[src/rtl/regProtPkg.sv]
package regProtPkg;

  typedef enum logic [2:0] {
    ST_OFF    = 3'd0,
    ST_UVLO   = 3'd1,
    ST_HOT    = 3'd2,
    ST_HICCUP = 3'd3,
    ST_RAMP   = 3'd4,
    ST_RUN    = 3'd5
  } seqState_t;

  // strobes from control to datapath
  typedef struct packed {
    logic hiccupEvt;  // entering the pull-low hold this edge
    logic holdRun;    // currently inside the pull-low hold
  } seqStrobe_t;

endpackage

[src/rtl/regProtCtrl.sv]
module regProtCtrl
  import regProtPkg::*;
(
  input  logic       clk,
  input  logic       rstN,
  input  logic       enable,
  input  logic       uvFlag,
  input  logic       ocFlag,
  input  logic       rampDone,
  input  logic       hotLatched,
  input  logic       holdDone,
  output seqStrobe_t strobe,
  output logic       switchEn,
  output logic       forceLow,
  output logic       softStartReq,
  output logic       statUv,
  output logic       statThermal,
  output logic       statHiccup
);

  seqState_t curState;
  seqState_t nxtState;

  // priority first, then per-state progress
  always_comb begin
    nxtState = curState;
    if (!enable) begin
      nxtState = ST_OFF;
    end else if (uvFlag) begin
      nxtState = ST_UVLO;
    end else if (hotLatched) begin
      nxtState = ST_HOT;
    end else begin
      case (curState)
        ST_OFF, ST_UVLO, ST_HOT: nxtState = ST_RAMP;
        ST_HICCUP: if (holdDone) nxtState = ST_RAMP;
        ST_RAMP: begin
          if (ocFlag)        nxtState = ST_HICCUP;
          else if (rampDone) nxtState = ST_RUN;
        end
        ST_RUN: if (ocFlag) nxtState = ST_HICCUP;
        default: nxtState = ST_OFF;
      endcase
    end
  end

  always_ff @(posedge clk or negedge rstN) begin
    if (!rstN) curState <= ST_OFF;
    else       curState <= nxtState;
  end

  always_comb begin
    strobe.hiccupEvt = (nxtState == ST_HICCUP) && (curState != ST_HICCUP);
    strobe.holdRun   = (curState == ST_HICCUP);
  end

  // Moore outputs
  always_comb begin
    switchEn     = (curState == ST_RAMP) || (curState == ST_RUN);
    forceLow     = (curState == ST_HICCUP);
    softStartReq = (curState == ST_RAMP);
    statUv       = (curState == ST_UVLO);
    statThermal  = (curState == ST_HOT);
    statHiccup   = (curState == ST_HICCUP);
  end

endmodule

[src/rtl/regProtDatapath.sv]
module regProtDatapath
  import regProtPkg::*;
#(
  parameter int HOLD_CYCLES = 250000,
  parameter int TEMP_W      = 8,
  parameter int TRIP_TEMP   = 150,
  parameter int HYST_DEG    = 15,
  parameter int CNT_W       = 4
) (
  input  logic              clk,
  input  logic              rstN,
  input  logic [TEMP_W-1:0] tempCode,
  input  seqStrobe_t        strobe,
  output logic              hotLatched,
  output logic              holdDone,
  output logic [CNT_W-1:0]  hiccupCount
);

  localparam int HOLD_W     = $clog2(HOLD_CYCLES + 1);
  localparam int CLEAR_TEMP = TRIP_TEMP - HYST_DEG;
  localparam logic [HOLD_W-1:0] HOLD_LOAD = HOLD_W'(HOLD_CYCLES - 1);
  localparam logic [TEMP_W-1:0] TRIP_CODE  = TEMP_W'(TRIP_TEMP);
  localparam logic [TEMP_W-1:0] CLEAR_CODE = TEMP_W'(CLEAR_TEMP);

  logic [HOLD_W-1:0] holdCnt;

  // pull-low hold timer: loaded on entry, counts down to zero
  always_ff @(posedge clk or negedge rstN) begin
    if (!rstN) begin
      holdCnt <= '0;
    end else if (strobe.hiccupEvt) begin
      holdCnt <= HOLD_LOAD;
    end else if (strobe.holdRun && (holdCnt != '0)) begin
      holdCnt <= holdCnt - 1'b1;
    end
  end

  assign holdDone = (holdCnt == '0);

  // thermal trip with hysteresis band
  always_ff @(posedge clk or negedge rstN) begin
    if (!rstN) begin
      hotLatched <= 1'b0;
    end else if (tempCode > TRIP_CODE) begin
      hotLatched <= 1'b1;
    end else if (tempCode <= CLEAR_CODE) begin
      hotLatched <= 1'b0;
    end
  end

  // sticky saturating event counter
  always_ff @(posedge clk or negedge rstN) begin
    if (!rstN) begin
      hiccupCount <= '0;
    end else if (strobe.hiccupEvt && (hiccupCount != '1)) begin
      hiccupCount <= hiccupCount + 1'b1;
    end
  end

endmodule

[src/rtl/regProtSeq.sv]
module regProtSeq
  import regProtPkg::*;
#(
  parameter int CLK_KHZ   = 250000,
  parameter int TEMP_W    = 8,
  parameter int TRIP_TEMP = 150,
  parameter int HYST_DEG  = 15,
  parameter int CNT_W     = 4
) (
  input  logic              clk,
  input  logic              rstN,
  input  logic              enable,
  input  logic              uvFlag,
  input  logic              ocFlag,
  input  logic [TEMP_W-1:0] tempCode,
  input  logic              rampDone,
  output logic              switchEn,
  output logic              forceLow,
  output logic              softStartReq,
  output logic              statUv,
  output logic              statThermal,
  output logic              statHiccup,
  output logic [CNT_W-1:0]  hiccupCount
);

  // 1 ms expressed in clock cycles
  localparam int HOLD_CYCLES = CLK_KHZ;

  seqStrobe_t strobe;
  logic       hotLatched;
  logic       holdDone;

  regProtCtrl i_ctrl (
    .clk          (clk),
    .rstN         (rstN),
    .enable       (enable),
    .uvFlag       (uvFlag),
    .ocFlag       (ocFlag),
    .rampDone     (rampDone),
    .hotLatched   (hotLatched),
    .holdDone     (holdDone),
    .strobe       (strobe),
    .switchEn     (switchEn),
    .forceLow     (forceLow),
    .softStartReq (softStartReq),
    .statUv       (statUv),
    .statThermal  (statThermal),
    .statHiccup   (statHiccup)
  );

  regProtDatapath #(
    .HOLD_CYCLES (HOLD_CYCLES),
    .TEMP_W      (TEMP_W),
    .TRIP_TEMP   (TRIP_TEMP),
    .HYST_DEG    (HYST_DEG),
    .CNT_W       (CNT_W)
  ) i_dp (
    .clk         (clk),
    .rstN        (rstN),
    .tempCode    (tempCode),
    .strobe      (strobe),
    .hotLatched  (hotLatched),
    .holdDone    (holdDone),
    .hiccupCount (hiccupCount)
  );

endmodule

[config.mk]
export PLATFORM = sky130hd
export DESIGN_NAME = regProtSeq
export DESIGN_NICKNAME = d
export VERILOG_FILES = /design/src/rtl/regProtPkg.sv /design/src/rtl/regProtCtrl.sv /design/src/rtl/regProtDatapath.sv /design/src/rtl/regProtSeq.sv
export SDC_FILE = /design/constraint.sdc
export NUM_CORES = 1
export LEC_CHECK = 0
export ABC_AREA = 1
export BUFFER_PORTS_ARGS = -buffer_cell sky130_fd_sc_hd__buf_2
export CAP_MARGIN = 20
export CORE_MARGIN = 2
export CORE_UTILIZATION = 38
export CTS_CLUSTER_DIAMETER = 120
export CTS_CLUSTER_SIZE = 16
export DETAILED_ROUTE_END_ITERATION = 16
export PLACE_DENSITY = 0.59
export SKIP_LAST_GASP = 1
export SLEW_MARGIN = 25
export SYNTH_ARGS = -nofsm -noshare
export SYNTH_HDL_FRONTEND = slang
export SYNTH_SLANG_ARGS = --single-unit
[constraint.sdc]
create_clock -name clk -period 1.6 [get_ports clk]
set_input_delay 0.32 -clock clk [delete_from_list [all_inputs] [get_ports clk]]
set_output_delay 0.32 -clock clk [all_outputs]
set_load 0.02 [all_outputs]
==> flow_metrics.tcl <==
set metrics [dict create \
    die_area_um2 4740 \
    power_density_nw_per_um2 746.7 \
    fin_area_um2 2136 \
    io_buffers 23 \
    finalCritPeriodShare_pct 103.9 \
    numClockSinks 26 \
    tns_ns -0.4578 \
    synth_cell_type_count 28 \
    utilization_pct 53.01 \
    synth-seq-cells 26 \
    cts-root-buf "clkbuf_8" \
    max_freq_mhz 601.5 \
    route.detailed.drc 0 \
    yosysWarnings 0 \
    leakagePower_nw 1.068 \
    die_height_um 68.85 \
    hpwl_um 2398 \
    status "complete, but fails checks" \
    grt_max_degree 27 \
    wl_um 3327 \
    antenna_found_initial 0 \
    finalHoldViolCount 0 \
    synthCells 194 \
    die_w_um 68.85 \
    wl_per_cell_um 10.98 \
    startpoint_type "flip-flop" \
    p_total_mw 1.595 \
    grt_pass1_vias 1296 \
    num-nets-final 271 \
    peakVddDrop_mv 0.4942 \
    synth.yosys.seq_area_share_pct 40.72 \
    fin_skew_ns 0.003678 \
    dr.pass1.iters 4 \
    antenna_cells 0 \
    syn_area_um2 1598 \
    drt_iter0_drc 53 \
    min_path_type "in -> async" \
    dp.cells 293 \
    clockBufferDepth 2 \
    placed_cell_area_um2 1961 \
    slew_headroom_pct 59.69 \
    grt_pass1_wl_um 5671 \
    violations "negative setup slack" \
    final-instance-count-excl-fill 303 \
    track_usage_pct 15.90 \
    rows 23 \
    syn-num-nets 211 \
    vias_per_cell 4.620 \
    antenna_left 0 \
    required_ns 1.78 \
    drv_slew 0 \
    htreeDepth 1 \
    place.gp.congestion 0.7712 \
    setup_ws_ns -0.06249 \
    tritoncts "yes" \
    worstMarginPinSlew_ns 0.6024 \
    via_count 1400 \
    hold_ws_ns 0.04049 \
    max_cap_violations 0 \
    start_util_pct 39.66 \
    drive_gt1_share_pct 41.50 \
    end_kind "flip-flop" \
    grt_setup_unrepaired "yes" \
    finalSetupViolCount 14 \
    overflow 0 \
    crit_type "reg -> reg" \
    mostFrequentLayoutCells "buf_4 (35), nand2_1 (29), dfrtp_1 (26)" \
    core_um2 4029 \
    syn_to_final_growth_pct 33.67 \
    final_common_cell "buf_4" \
    syn_area_per_cell_um2 8.236 \
    cts_buffers 3 \
    cp_max_fo 13 \
    arrival_ns 1.84 \
    clk-insertion-delay-late_ns 0.27 \
    fin_crit_ns 1.662 \
    reg2reg_depth 13 \
    ios 24 \
    dpl_worst_slack_ns -0.1204 \
    clk_pin_slew_ns 0.09 \
]
-- report_power, final --
part	internal, mW	leakage (nW)	total [mW]	switching [mW]
combinational	0.198	0.736	0.406	0.208
clock	0.220	0.0288	0.426	0.206
sequential	0.715	0.304	0.762	0.0471
-- logic make-up after synthesis --
family	after synthesis	share of synthesized area [%]
adders and majority gates	3	2.350
AOI/OAI and AO/OA	12	5.090
DFF	26	40.72
and+or+nand+nor	111	37.27
xor gates and xnor gates	11	6.030
buffers and inverters	31	8.536
-- cell usage after synthesis, drive strengths merged --
| cell type | count | area (µm²) |
|---|---|---|
| a21boi | 2 | 15.01 |
| a21o | 1 | 7.510 |
| a21oi | 4 | 31.28 |
| buf | 2 | 27.53 |
| dfrtp | 26 | 650.6 |
| ha | 3 | 37.54 |
| inv | 29 | 108.9 |
| nand2 | 46 | 215.2 |
| nand3 | 17 | 110.1 |
| nand3b | 2 | 18.77 |
| nand4 | 9 | 56.30 |
| nor2 | 29 | 151.4 |
| nor3 | 5 | 25.02 |
| nor4 | 2 | 12.51 |
| o21ai | 4 | 20.02 |
| o31ai | 1 | 7.510 |
| or2 | 1 | 6.260 |
| xnor2 | 6 | 52.55 |
| xor2 | 5 | 43.79 |
-- repair_timing --
item                       CTS  global route
hold buffers                 0             0
pin swaps                   10             8
resized for setup           11            10
setup endpoints to repair   24            26
buffers inserted             2             4
-- routing by layer --
| layer | GRT usage (%) | part of all wire [%] |
|---|---|---|
| met2 | 26.20 | 49 |
| met1 | 21.05 | 47 |
| met4 | 3.676 | 0.93 |
| met3 | 3.896 | 3.2 |
| met5 | 0 | 0 |
-- cell type report --
cell class,instances,area [µm²]
fill,397,1893
multi-input combinational,137,864.6
sequential,26,650.6
timing repair buffer,57,394.1
inverter,29,108.9
tap,50,62.56
clock buffer,4,55.05
-- registers in the layout (all words and copies together) (netlist names) --
signal            flops
i_dp.holdCnt         18
i_dp.hiccupCount      4
i_ctrl.curState       3
i_dp.hotLatched       1
-- worst paths after layout --
kind | startpoint | endpoint | slack (ns)
setup / recovery | i_dp.holdCnt[0] | i_dp.holdCnt[4] | -0.06
hold / removal | rstN | i_dp.holdCnt[4] | 0.04
setup reg to reg | i_dp.holdCnt[0] | i_dp.holdCnt[4] | -0.06
hold reg to reg | i_dp.holdCnt[0] | i_dp.holdCnt[0] | 0.53
max in group asynchronous | rstN | i_dp.hiccupCount[3] | 1.17
min in group clk | tempCode[7] | i_dp.hotLatched | 0.28
-- worst max-delay path, cell delays in order (launching register included) --
cell,delay [ns]
dfrtp_1,0.37
inv_2,0.06
ha_4,0.15
nand2_2,0.07
nor2_2,0.04
nand2_2,0.09
nand2_4,0.10
nand2_2,0.09
nand3b_2,0.09
nor2_4,0.16
nand2_8,0.12
buf_12,0.15
nand2_1,0.05
inv_1,0.03
Power figures use the tool's default switching activity.
